==> config.mk <==
export PLATFORM = sky130hd
export DESIGN_NAME = iommu_ctrl_regs
export DESIGN_NICKNAME = d
export VERILOG_FILES = /design/src/rtl/iommu_regs_pkg.sv /design/src/rtl/iommu_wr_decode.sv /design/src/rtl/iommu_reg_bank.sv /design/src/rtl/iommu_ctrl_regs.sv
export SDC_FILE = /design/constraint.sdc
export NUM_CORES = 1
export LEC_CHECK = 0
export BUFFER_PORTS_ARGS = -buffer_cell sky130_fd_sc_hd__buf_2
export CAP_MARGIN = 20
export CORE_ASPECT_RATIO = 1.1
export CORE_MARGIN = 2
export CORE_UTILIZATION = 35
export CTS_CLUSTER_DIAMETER = 50
export DETAILED_ROUTE_END_ITERATION = 16
export GPL_ROUTABILITY_DRIVEN = 0
export PLACE_DENSITY_LB_ADDON = 0.05
export SYNTH_ARGS = -nofsm -noshare
export SYNTH_HDL_FRONTEND = slang
export SYNTH_SLANG_ARGS = --single-unit
==> constraint.sdc <==
create_clock -name clk -period 8 [get_ports clk]
set_input_delay 1.6 -clock clk [delete_from_list [all_inputs] [get_ports clk]]
set_output_delay 1.6 -clock clk [all_outputs]
set_load 0.1 [all_outputs]
==> src/rtl/iommu_regs_pkg.sv <==
package iommu_regs_pkg;

  localparam int ALIAS_BIT   = 16;
  localparam int NUM_NARROW  = 14;
  localparam int NUM_WIDE    = 5;
  localparam int NIDX_W      = $clog2(NUM_NARROW);
  localparam int WIDX_W      = $clog2(NUM_WIDE);
  localparam logic [31:0] ACK_CLEAR_MASK = 32'hFFFF_FC20;
  localparam logic [15:0] ACK_OFFSET     = 16'h0024;

  // 32-bit register slots
  localparam int N_CTRL0   = 0;
  localparam int N_CTRL1   = 1;
  localparam int N_CTRL2   = 2;
  localparam int N_IRQCTL  = 3;
  localparam int N_ERRACK  = 4;
  localparam int N_EIDATA  = 5;
  localparam int N_EIATTR  = 6;
  localparam int N_STCFG   = 7;
  localparam int N_CQPROD  = 8;
  localparam int N_CQCONS  = 9;
  localparam int N_EQPROD  = 10;
  localparam int N_EQCONS  = 11;
  localparam int N_QIDATA  = 12;
  localparam int N_QIATTR  = 13;

  // 64-bit register slots
  localparam int W_EIADDR  = 0;
  localparam int W_STBASE  = 1;
  localparam int W_CQBASE  = 2;
  localparam int W_EQBASE  = 3;
  localparam int W_QIADDR  = 4;

  // stream configuration fields
  localparam int FMT_LSB   = 16;
  localparam int SPLIT_LSB = 6;

  typedef struct packed {
    logic              narrowEn;
    logic [NIDX_W-1:0] narrowIdx;
    logic              wideLo;
    logic              wideHi;
    logic [WIDX_W-1:0] wideIdx;
    logic              kick;
    logic              err;
  } wrStrobe_t;

  function automatic logic [15:0] narrowOffset(input int idx);
    case (idx)
      N_CTRL0:  return 16'h0020;
      N_CTRL1:  return 16'h0028;
      N_CTRL2:  return 16'h002C;
      N_IRQCTL: return 16'h0050;
      N_ERRACK: return 16'h0064;
      N_EIDATA: return 16'h0070;
      N_EIATTR: return 16'h0074;
      N_STCFG:  return 16'h0088;
      N_CQPROD: return 16'h0098;
      N_CQCONS: return 16'h009C;
      N_EQPROD: return 16'h00A8;
      N_EQCONS: return 16'h00AC;
      N_QIDATA: return 16'h00B8;
      default:  return 16'h00BC;
    endcase
  endfunction

  function automatic logic [15:0] wideOffset(input int idx);
    case (idx)
      W_EIADDR: return 16'h0068;
      W_STBASE: return 16'h0080;
      W_CQBASE: return 16'h0090;
      W_EQBASE: return 16'h00A0;
      default:  return 16'h00B0;
    endcase
  endfunction

  function automatic logic kicksConsumer(input int idx);
    return (idx == N_CTRL0) || (idx == N_CQPROD) || (idx == N_ERRACK);
  endfunction

  function automatic logic [4:0] capLog2(input logic [4:0] req, input int maxVal);
    return (int'(req) > maxVal) ? 5'(maxVal) : req;
  endfunction

endpackage

==> src/rtl/iommu_wr_decode.sv <==
module iommu_wr_decode
  import iommu_regs_pkg::*;
#(
  parameter int ADDR_W = 20
) (
  input  logic              clk,
  input  logic              rstN,
  input  logic              wrValid,
  input  logic [ADDR_W-1:0] wrAddr,
  input  logic [3:0]        wrSize,
  output wrStrobe_t         stb,
  output logic              respValid,
  output logic              respErr,
  output logic              kick
);

  logic [ADDR_W-1:0] offset;
  logic              sizeFour;
  logic              sizeEight;

  always_comb begin
    offset            = wrAddr;
    offset[ALIAS_BIT] = 1'b0;
    sizeFour          = (wrSize == 4'd4);
    sizeEight         = (wrSize == 4'd8);
  end

  always_comb begin
    stb = '0;
    if (wrValid) begin
      stb.err = !(sizeFour || sizeEight);
      for (int i = 0; i < NUM_NARROW; i++) begin
        if (sizeFour && offset == ADDR_W'(narrowOffset(i))) begin
          stb.narrowEn  = 1'b1;
          stb.narrowIdx = NIDX_W'(i);
          stb.kick      = kicksConsumer(i);
        end
      end
      for (int i = 0; i < NUM_WIDE; i++) begin
        if (offset == ADDR_W'(wideOffset(i))) begin
          if (sizeEight) begin
            stb.wideLo  = 1'b1;
            stb.wideHi  = 1'b1;
            stb.wideIdx = WIDX_W'(i);
          end else if (sizeFour) begin
            stb.wideLo  = 1'b1;
            stb.wideIdx = WIDX_W'(i);
          end
        end
        if (sizeFour && offset == ADDR_W'(wideOffset(i) + 16'd4)) begin
          stb.wideHi  = 1'b1;
          stb.wideIdx = WIDX_W'(i);
        end
      end
    end
  end

  always_ff @(posedge clk) begin
    if (!rstN) begin
      respValid <= 1'b0;
      respErr   <= 1'b0;
      kick      <= 1'b0;
    end else begin
      respValid <= wrValid;
      respErr   <= stb.err;
      kick      <= stb.kick;
    end
  end

endmodule

==> src/rtl/iommu_reg_bank.sv <==
module iommu_reg_bank
  import iommu_regs_pkg::*;
#(
  parameter int ADDR_W      = 20,
  parameter int CQ_MAX_LOG2 = 19,
  parameter int EQ_MAX_LOG2 = 19
) (
  input  logic              clk,
  input  logic              rstN,
  input  wrStrobe_t         stb,
  input  logic [63:0]       wrData,
  input  logic [ADDR_W-1:0] rdAddr,
  output logic [63:0]       rdData,
  output logic [31:0]       ctrl0,
  output logic [4:0]        cmdqLog2,
  output logic [4:0]        evtqLog2,
  output logic [4:0]        split,
  output logic              twoLevel
);

  logic [31:0] narrowQ [NUM_NARROW];
  logic [63:0] wideQ   [NUM_WIDE];
  logic [31:0] ackQ;
  logic [31:0] hiSource;

  // An 8-byte write sets both strobes; a lone high strobe is a 4-byte write at base+4
  assign hiSource = stb.wideLo ? wrData[63:32] : wrData[31:0];

  for (genvar n = 0; n < NUM_NARROW; n++) begin : g_narrow
    always_ff @(posedge clk) begin
      if (!rstN) begin
        narrowQ[n] <= '0;
      end else if (stb.narrowEn && stb.narrowIdx == NIDX_W'(n)) begin
        narrowQ[n] <= wrData[31:0];
      end
    end
  end

  for (genvar w = 0; w < NUM_WIDE; w++) begin : g_wide
    always_ff @(posedge clk) begin
      if (!rstN) begin
        wideQ[w] <= '0;
      end else if (stb.wideIdx == WIDX_W'(w)) begin
        if (stb.wideLo) wideQ[w][31:0]  <= wrData[31:0];
        if (stb.wideHi) wideQ[w][63:32] <= hiSource;
      end
    end
  end

  always_ff @(posedge clk) begin
    if (!rstN) begin
      ackQ     <= '0;
      cmdqLog2 <= '0;
      evtqLog2 <= '0;
      split    <= '0;
      twoLevel <= 1'b0;
    end else begin
      if (stb.narrowEn && stb.narrowIdx == NIDX_W'(N_CTRL0))
        ackQ <= wrData[31:0] & ~ACK_CLEAR_MASK;
      if (stb.wideLo && stb.wideIdx == WIDX_W'(W_CQBASE))
        cmdqLog2 <= capLog2(wrData[4:0], CQ_MAX_LOG2);
      if (stb.wideLo && stb.wideIdx == WIDX_W'(W_EQBASE))
        evtqLog2 <= capLog2(wrData[4:0], EQ_MAX_LOG2);
      if (stb.narrowEn && stb.narrowIdx == NIDX_W'(N_STCFG)
          && wrData[FMT_LSB+1:FMT_LSB] == 2'd1) begin
        split    <= wrData[SPLIT_LSB+4:SPLIT_LSB];
        twoLevel <= 1'b1;
      end
    end
  end

  logic [ADDR_W-1:0] rdOff;

  always_comb begin
    rdOff            = rdAddr;
    rdOff[ALIAS_BIT] = 1'b0;
    rdData           = '0;
    if (rdOff == ADDR_W'(ACK_OFFSET)) rdData = {32'd0, ackQ};
    for (int i = 0; i < NUM_NARROW; i++)
      if (rdOff == ADDR_W'(narrowOffset(i))) rdData = {32'd0, narrowQ[i]};
    for (int i = 0; i < NUM_WIDE; i++) begin
      if (rdOff == ADDR_W'(wideOffset(i)))         rdData = wideQ[i];
      if (rdOff == ADDR_W'(wideOffset(i) + 16'd4)) rdData = {32'd0, wideQ[i][63:32]};
    end
  end

  assign ctrl0 = narrowQ[N_CTRL0];

endmodule

==> src/rtl/iommu_ctrl_regs.sv <==
module iommu_ctrl_regs
  import iommu_regs_pkg::*;
#(
  parameter int ADDR_W      = 20,
  parameter int CQ_MAX_LOG2 = 19,
  parameter int EQ_MAX_LOG2 = 19
) (
  input  logic              clk,
  input  logic              rstN,
  input  logic              wrValid,
  input  logic [ADDR_W-1:0] wrAddr,
  input  logic [3:0]        wrSize,
  input  logic [63:0]       wrData,
  output logic              respValid,
  output logic              respErr,
  output logic              kick,
  input  logic [ADDR_W-1:0] rdAddr,
  output logic [63:0]       rdData,
  output logic              cmdqEnable,
  output logic              evtqEnable,
  output logic [4:0]        cmdqLog2Size,
  output logic [4:0]        evtqLog2Size,
  output logic [4:0]        stSplit,
  output logic              stTwoLevel
);

  wrStrobe_t   stb;
  logic [31:0] ctrl0;

  iommu_wr_decode #(.ADDR_W(ADDR_W)) u_decode (
    .clk       (clk),
    .rstN      (rstN),
    .wrValid   (wrValid),
    .wrAddr    (wrAddr),
    .wrSize    (wrSize),
    .stb       (stb),
    .respValid (respValid),
    .respErr   (respErr),
    .kick      (kick)
  );

  iommu_reg_bank #(
    .ADDR_W      (ADDR_W),
    .CQ_MAX_LOG2 (CQ_MAX_LOG2),
    .EQ_MAX_LOG2 (EQ_MAX_LOG2)
  ) u_bank (
    .clk      (clk),
    .rstN     (rstN),
    .stb      (stb),
    .wrData   (wrData),
    .rdAddr   (rdAddr),
    .rdData   (rdData),
    .ctrl0    (ctrl0),
    .cmdqLog2 (cmdqLog2Size),
    .evtqLog2 (evtqLog2Size),
    .split    (stSplit),
    .twoLevel (stTwoLevel)
  );

  assign cmdqEnable = ctrl0[3];
  assign evtqEnable = ctrl0[2];

endmodule

==> results of run 1 <==
synthesized netlist by cell type, types with 4 or more instances:
master	count	area share [%]
a21o_1	5	0.10
a222oi_1	59	1.6
a22o_1	32	0.77
a22oi_1	116	2.4
nand3_1	42	0.57
a2111oi_0	7	0.17
or4_1	9	0.18
o21a_1	4	0.082
inv_1	13	0.13
nor2_1	290	3.0
o221ai_1	33	0.79
a21oi_1	90	1.2
a211oi_1	11	0.23
a221o_1	4	0.11
and3_1	7	0.12
a31oi_1	13	0.22
o31ai_1	5	0.10
buf_1	8	0.082
or3_1	7	0.12
o22ai_1	42	0.72
buf_2	26	0.36
or2_2	5	0.085
o21ai_0	97	1.3
clkbuf_1	225	2.3
nand4_1	27	0.46
nor2_2	6	0.10
mux2_2	5	0.15
a221oi_1	50	1.2
nor2b_1	21	0.36
o2111ai_1	14	0.33
a311oi_1	7	0.17
nand2_1	147	1.5
edfxtp_1	768	63
o211ai_1	10	0.20
mux2i_1	47	1.3
nor3_1	53	0.72
nor4_1	19	0.32
and2_1	598	10
nand2b_1	9	0.15
dfxtp_1	28	1.5
o22a_1	6	0.14
worst max-delay path by stage:
| stage | startpoint | cells past startpoint | slack, ps | to |
|---|---|---|---|---|
| 2_1_floorplan | rdAddr[9] | 12 | 40 | rdData[0] |
| 3_3_place_gp | rdAddr[9] | 13 | 410 | rdData[0] |
| 3_5_place_dp | rdAddr[9] | 13 | 360 | rdData[0] |
| 4_1_cts | rdAddr[9] | 13 | 340 | rdData[0] |
| 5_1_grt | rdAddr[9] | 12 | 150 | rdData[11] |
| 6_report | rdAddr[9] | 13 | 360 | rdData[0] |
kinds of logic after synthesis:
kind of cell              synth area share [%]
AOI/OAI and AO/OA                         12.6
DFF                                       64.5
and+or+nand+nor                           18.5
muxes                                     1.44
buffers and inverters                     2.98
xor gates and xnor gates                0.0717
power breakdown:
| group | total (mW) | switching (mW) | internal (mW) |
|---|---|---|---|
| logic | 0.313 | 0.256 | 0.0572 |
| registers | 4.84 | 0.0749 | 4.76 |
| clock network | 4.93 | 1.90 | 3.03 |
| total | 10.1 | 2.23 | 7.85 |
critical path: cells and delay by family:
kind                   cells  cell delay, ps
AND/OR/NAND/NOR            4            2090
AO/OA/AOI/OAI              5            1560
buffers and inverters      4             760
flip-flops by register name (all words and copies together), names as in the netlist:
name,cells
u_bank.narrowQ,448
u_bank.ackQ,9
u_bank.evtqLog2,5
u_bank.wideQ,320
u_bank.cmdqLog2,5
u_decode.kick,1
u_decode.respValid,1
u_bank.split,5
u_decode.respErr,1
u_bank.twoLevel,1
layer usage:
metal	part of all wire, %	up-vias
met2	47	1194
li1	-	11600
met5	0.039	-
met3	7.7	200
met1	43	13600
met4	2.2	8
placed cells by master, fill, tap and decap left out, drive strengths merged, types with 8 or more instances in the layout:
master    netlist  layout
o221ai         34      34
a311oi          8       8
inv            13      19
a222oi         59      59
a22oi         116     116
a21oi          90      90
buf            38     310
and2          601     601
o22ai          42      42
nand2         147     147
nor2b          21      21
bufinv          0      18
clkbuf        225     119
clkinv          1      39
nor3           58      58
o211ai         10      10
a31oi          13      13
nor4           21      21
a221oi         51      51
o21ai          98      98
nand4          27      27
nor2          296     296
mux2i          47      47
nand3          42      42
o2111ai        14      14
a2111oi         9       9
or4            10      10
nand2b          9       9
dfxtp          28      28
clkinvlp        0      12
a22o           32      32
a211oi         11      11
edfxtp        768     768
layout make-up:
| cell class | instances | area share (%) |
|---|---|---|
| Sequential cell | 796 | 54.0 |
| Clock buffer | 119 | 6.23 |
| Tap cell | 1386 | 3.97 |
| Inverter | 14 | 0.120 |
| Antenna cell | 1 | 0.00572 |
| Clock inverter | 74 | 2.10 |
| Multi-Input combinational cell | 1946 | 28.1 |
| Timing Repair Buffer | 310 | 5.40 |
stage by stage:
step | std cells | instance area (sq um)
final | 4646 | 43700
after global routing | 4645 | 43700
after CTS | 4645 | 43700
after detailed placement | 4452 | 40100
after global placement | 4452 | 40100
after floorplan | 3019 | 36600
==> impl_metrics.csv, run 1 <==
group,metric,value,unit
setup_path,r2r_end,"u_bank.split[2]",
clocking,cts_setup_buffers,0,
drt,num_vias,26600,
sta,whs,444,ps
sta,relSlewSlack,26.8,%
clocking,insertion_delay,660,ps
setup_path,path_class,"input port to output port",
sta,finalSetupTns,0,ps
grt,grt_max_degree,61,
final_layout,fin_util,42.1,%
placement,dp_hpwl,87000,microns
sta,fin_crit_sh,95.5,%
placement,port_buffers,193,
grt,grt_pass1_wl,198000,microns
drt,ant_nets,0,
sta,tightest_slew,1090,ps
sta,period_needed,7640,ps
sta,drv_slew,0,
grt,grt_util_met2,42.0,%
grt,grt_overflow,0,
floorplanning,core_area,0.104,sq mm
setup_path,ff2ff_path_depth,2,
setup_path,crit_slowest_cell,"or4_1",
logic_synthesis,syn_nets,3130,
floorplanning,rows,124,
setup_path,worstPathRequired,6400,ps
logic_synthesis,yosysWarningCount,0,
clocking,clockBufferDepth,3,
grt,grt.total_usage,25.5,%
worst_hold_path,hp-start,"u_bank.twoLevel",
drt,wire_per_inst,29.9,microns
setup_path,r2r_setup_slack,7360,ps
drt,postRouteWirelength,139000,microns
setup_path,crit_chain,"buf_2, or4_1, or4_1, nor2_2, buf_4, a21oi_1, nand3_1, a221oi_1, o31ai_1, o2111ai_1, a311oi_1, buf_4, buf_12",
drt,drc,0,
setup_path,cp.arrival,6040,ps
floorplanning,die_width,312,microns
floorplanning,ioPinCount,196,
sta,rsz0062_at_grt,"false",
clocking,cts_buffers,105,
power_and_ir_drop,power,10.1,mW
worst_hold_path,hold_class,"register to register",
grt,grt_util_met3,4.48,%
logic_synthesis,syn_area_per_cell,12.1,sq um
logic_synthesis,synth.yosys.seq_area_share,64.5,%
setup_path,path_max_fanout,12,
power_and_ir_drop,leakagePower,15.5,nW
clocking,cts.htree.levels,3,
logic_synthesis,ys.flop_type,"edfxtp_1",
flow_run,drv_cap,0,
clocking,path_clk_slew,60,ps
grt,grt_pass1_vias,26800,
final_layout,regArea,0.0236,sq mm
logic_synthesis,async_flop_share,0,%
worst_hold_path,whs_path_depth,2,
setup_path,critPathLaunchType,"input port",
logic_synthesis,synth_area,0.0366,sq mm
sta,finalHoldViolCount,0,
status,status,"finished clean",
setup_path,cp-end-kind,"output port",
logic_synthesis,synth-edff-count,768,
logic_synthesis,synthDistinctLibCells,75,
logic_synthesis,synthCells,3019,
sta,finalSetupViolations,0,
logic_synthesis,yosys_register_bits,796,
clocking,hold_buffers,0,
final_layout,nNetsFinal,3284,
sta,fmax,0.131,GHz
grt,busiest_layer,"met2",
final_layout,multi_input_area,0.0123,sq mm
grt,use_met1,34.7,%
power_and_ir_drop,ir_drop,0.163,mV
floorplanning,initial_utilization,35.3,%
setup_path,crit-reg2reg-launch,"u_bank.split[2]",
floorplanning,die-area,0.107,sq mm
floorplanning,die_height,343,microns
clocking,cts_sinks,796,
worst_hold_path,min_to,"u_bank.twoLevel",
placement,place_ws,363,ps
clocking,cts.repair.resized,0,
drt,dr.pass1.iters,9,
drt,drt_iter0_markers,3228,
final_layout,area_growth,19.4,%
grt,grt_antenna_before_repair,8,
final_layout,drive_gt1_share,17.2,%
clocking,cts_tree,"done",
final_layout,num-fill-cells,9681,
setup_path,slowest_delay,760,ps
clocking,cts_root_buffer,"clkbuf_16",
sta,finClkSkew,0,ps
power_and_ir_drop,power.density,231,mW/mm^2
drt,routed_via_density,5.73,
sta,setup_ws,360,ps
No activity file was read; power rests on OpenSTA's default activity.
==> inputs of run 2 (changes only) <==
--- a/config.mk
+++ b/config.mk
@@ -10,6 +10,7 @@
 export CORE_ASPECT_RATIO = 1.1
 export CORE_MARGIN = 2
 export CORE_UTILIZATION = 35
+export CTS_BUF_LIST = sky130_fd_sc_hd__clkbuf_4
 export CTS_CLUSTER_DIAMETER = 50
 export DETAILED_ROUTE_END_ITERATION = 16
 export GPL_ROUTABILITY_DRIVEN = 0
==> impl_metrics.csv, run 2 (synthesis gave the netlist of run 1 again) <==
group,metric,value,unit
status,status,"finished clean",
final_layout,drive_gt1_share,21.6,%
setup_path,path_max_fanout,12,
final_layout,final_area,0.0428,sq mm
clocking,cts.htree.levels,4,
floorplanning,die_height,343,microns
setup_path,worstPathRequired,6400,ps
placement,place_ws,363,ps
clocking,cts.repair.resized,0,
setup_path,crit_slowest_cell,"or4_1",
grt,grt_pass1_vias,27600,
drt,drt_iter0_markers,2786,
final_layout,largest_reg_flops,448,
final_layout,fin_cells,4840,
drt,postRouteWirelength,139000,microns
clocking,path_clk_slew,60,ps
floorplanning,core_area,0.104,sq mm
setup_path,cp-end-kind,"output port",
drt,wire_per_inst,28.7,microns
setup_path,crit_cells,13,
placement,place_area,0.0401,sq mm
setup_path,cp.arrival,6040,ps
clocking,cts_root_buffer,"clkbuf_4",
power_and_ir_drop,power,8.83,mW
floorplanning,die-area,0.107,sq mm
sta,finalHoldViolCount,0,
clocking,cts_buffers,213,
setup_path,cp-startpoint,"rdAddr[9]",
setup_path,crit-reg2reg-launch,"u_bank.split[2]",
power_and_ir_drop,ir_drop,0.142,mV
final_layout,num-fill-cells,9914,
sta,fin_crit_sh,95.5,%
clocking,cts_setup_buffers,0,
final_layout,fin_util,41.3,%
final_layout,area_growth,17.0,%
setup_path,ff2ff_path_depth,2,
worst_hold_path,whs_path_depth,2,
placement,port_buffers,193,
clocking,cts_sinks,796,
grt,grt.total_usage,25.6,%
floorplanning,rows,124,
drt,drc,0,
drt,num_vias,27400,
clocking,hold_buffers,0,
floorplanning,initial_utilization,35.3,%
sta,relSlewSlack,28.5,%
sta,drv_slew,0,
clocking,cts_tree,"done",
setup_path,crit_family,"simple AND/OR/NAND/NOR gates",
sta,period_needed,7640,ps
setup_path,worst-path-buf-inv,4,
sta,finalSetupTns,0,ps
grt,grt_overflow,0,
drt,dr.pass1.iters,9,
final_layout,reg.largest.list,"u_bank.narrowQ (448), u_bank.wideQ (320), u_bank.ackQ (9)",
sta,rsz0062_at_grt,"false",
setup_path,slowest_delay,770,ps
grt,grt_max_degree,61,
sta,finalSetupViolations,0,
flow_run,drv_cap,0,
drt,ant_nets,0,
clocking,clockBufferDepth,3,
setup_path,path_class,"input port to output port",
sta,finClkSkew,0,ps
final_layout,largest_register,"u_bank.narrowQ",
sta,whs,445,ps
setup_path,critPathLaunchType,"input port",
placement,dp_hpwl,87000,microns
sta,fmax,0.131,GHz
placement,place_inst,4452,
final_layout,layout_commonest_cell,"edfxtp_1",
power_and_ir_drop,leakagePower,15.4,nW
floorplanning,die_width,312,microns
floorplanning,ioPinCount,196,
drt,routed_via_density,5.65,
worst_hold_path,hold_class,"register to register",
final_layout,mostFrequentLayoutCells,"edfxtp_1, and2_1, clkbuf_4",
grt,grt_antenna_before_repair,11,
power_and_ir_drop,power.density,206,mW/mm^2
clocking,insertion_delay,1090,ps
setup_path,crit_chain,"buf_2, or4_1, or4_1, nor2_2, buf_4, a21oi_1, nand3_1, a221oi_1, o31ai_1, o2111ai_1, a311oi_1, buf_4, buf_12",
worst_hold_path,hp-start,"u_bank.twoLevel",
final_layout,nNetsFinal,3392,
sta,tightest_slew,1070,ps
grt,grt_pass1_wl,198000,microns
sta,setup_ws,357,ps
run 2: layout make-up:
cell class	instances	area, sq um	area share, %
inverter	14	52.6	0.123
clock inverter	49	263	0.613
multi-input combinational	1946	12300	28.7
timing repair buffer	310	2360	5.51
sequential	796	23600	55.1
tap	1386	1730	4.05
clock buffer	331	2480	5.80
antenna	8	20.0	0.0467
run 2: worst paths after layout:
check,to,slack [ps]
setup / recovery,rdData[0],360
setup reg to reg,u_bank.split[2],7360
hold reg to reg,u_bank.twoLevel,450
hold / removal,u_bank.twoLevel,450
run 2: layer usage:
| metal | up-vias | part of all wire (%) | track usage (%) |
|---|---|---|---|
| met1 | 13800 | 42 | 34.3 |
| met4 | 8 | 2.4 | 7.27 |
| met3 | 241 | 7.6 | 5.52 |
| li1 | 12000 | - | - |
| met5 | - | 0.039 | 0 |
| met2 | 1319 | 47 | 42.1 |
run 2: report_power, final:
part / switching [mW] / leakage [nW] / total [mW] / internal [mW]
Sequential: 0.0746 / 7.51 / 4.83 / 4.76
Clock: 1.75 / 1.64 / 3.68 / 1.93
Combinational: 0.255 / 6.27 / 0.312 / 0.0572
Total: 2.08 / 15.4 / 8.83 / 6.74
run 2: worst register-to-register path: stages, from the launching register on:
cell and delay (ps):
dfxtp_1 320, mux2i_1 130, nor2_1 60
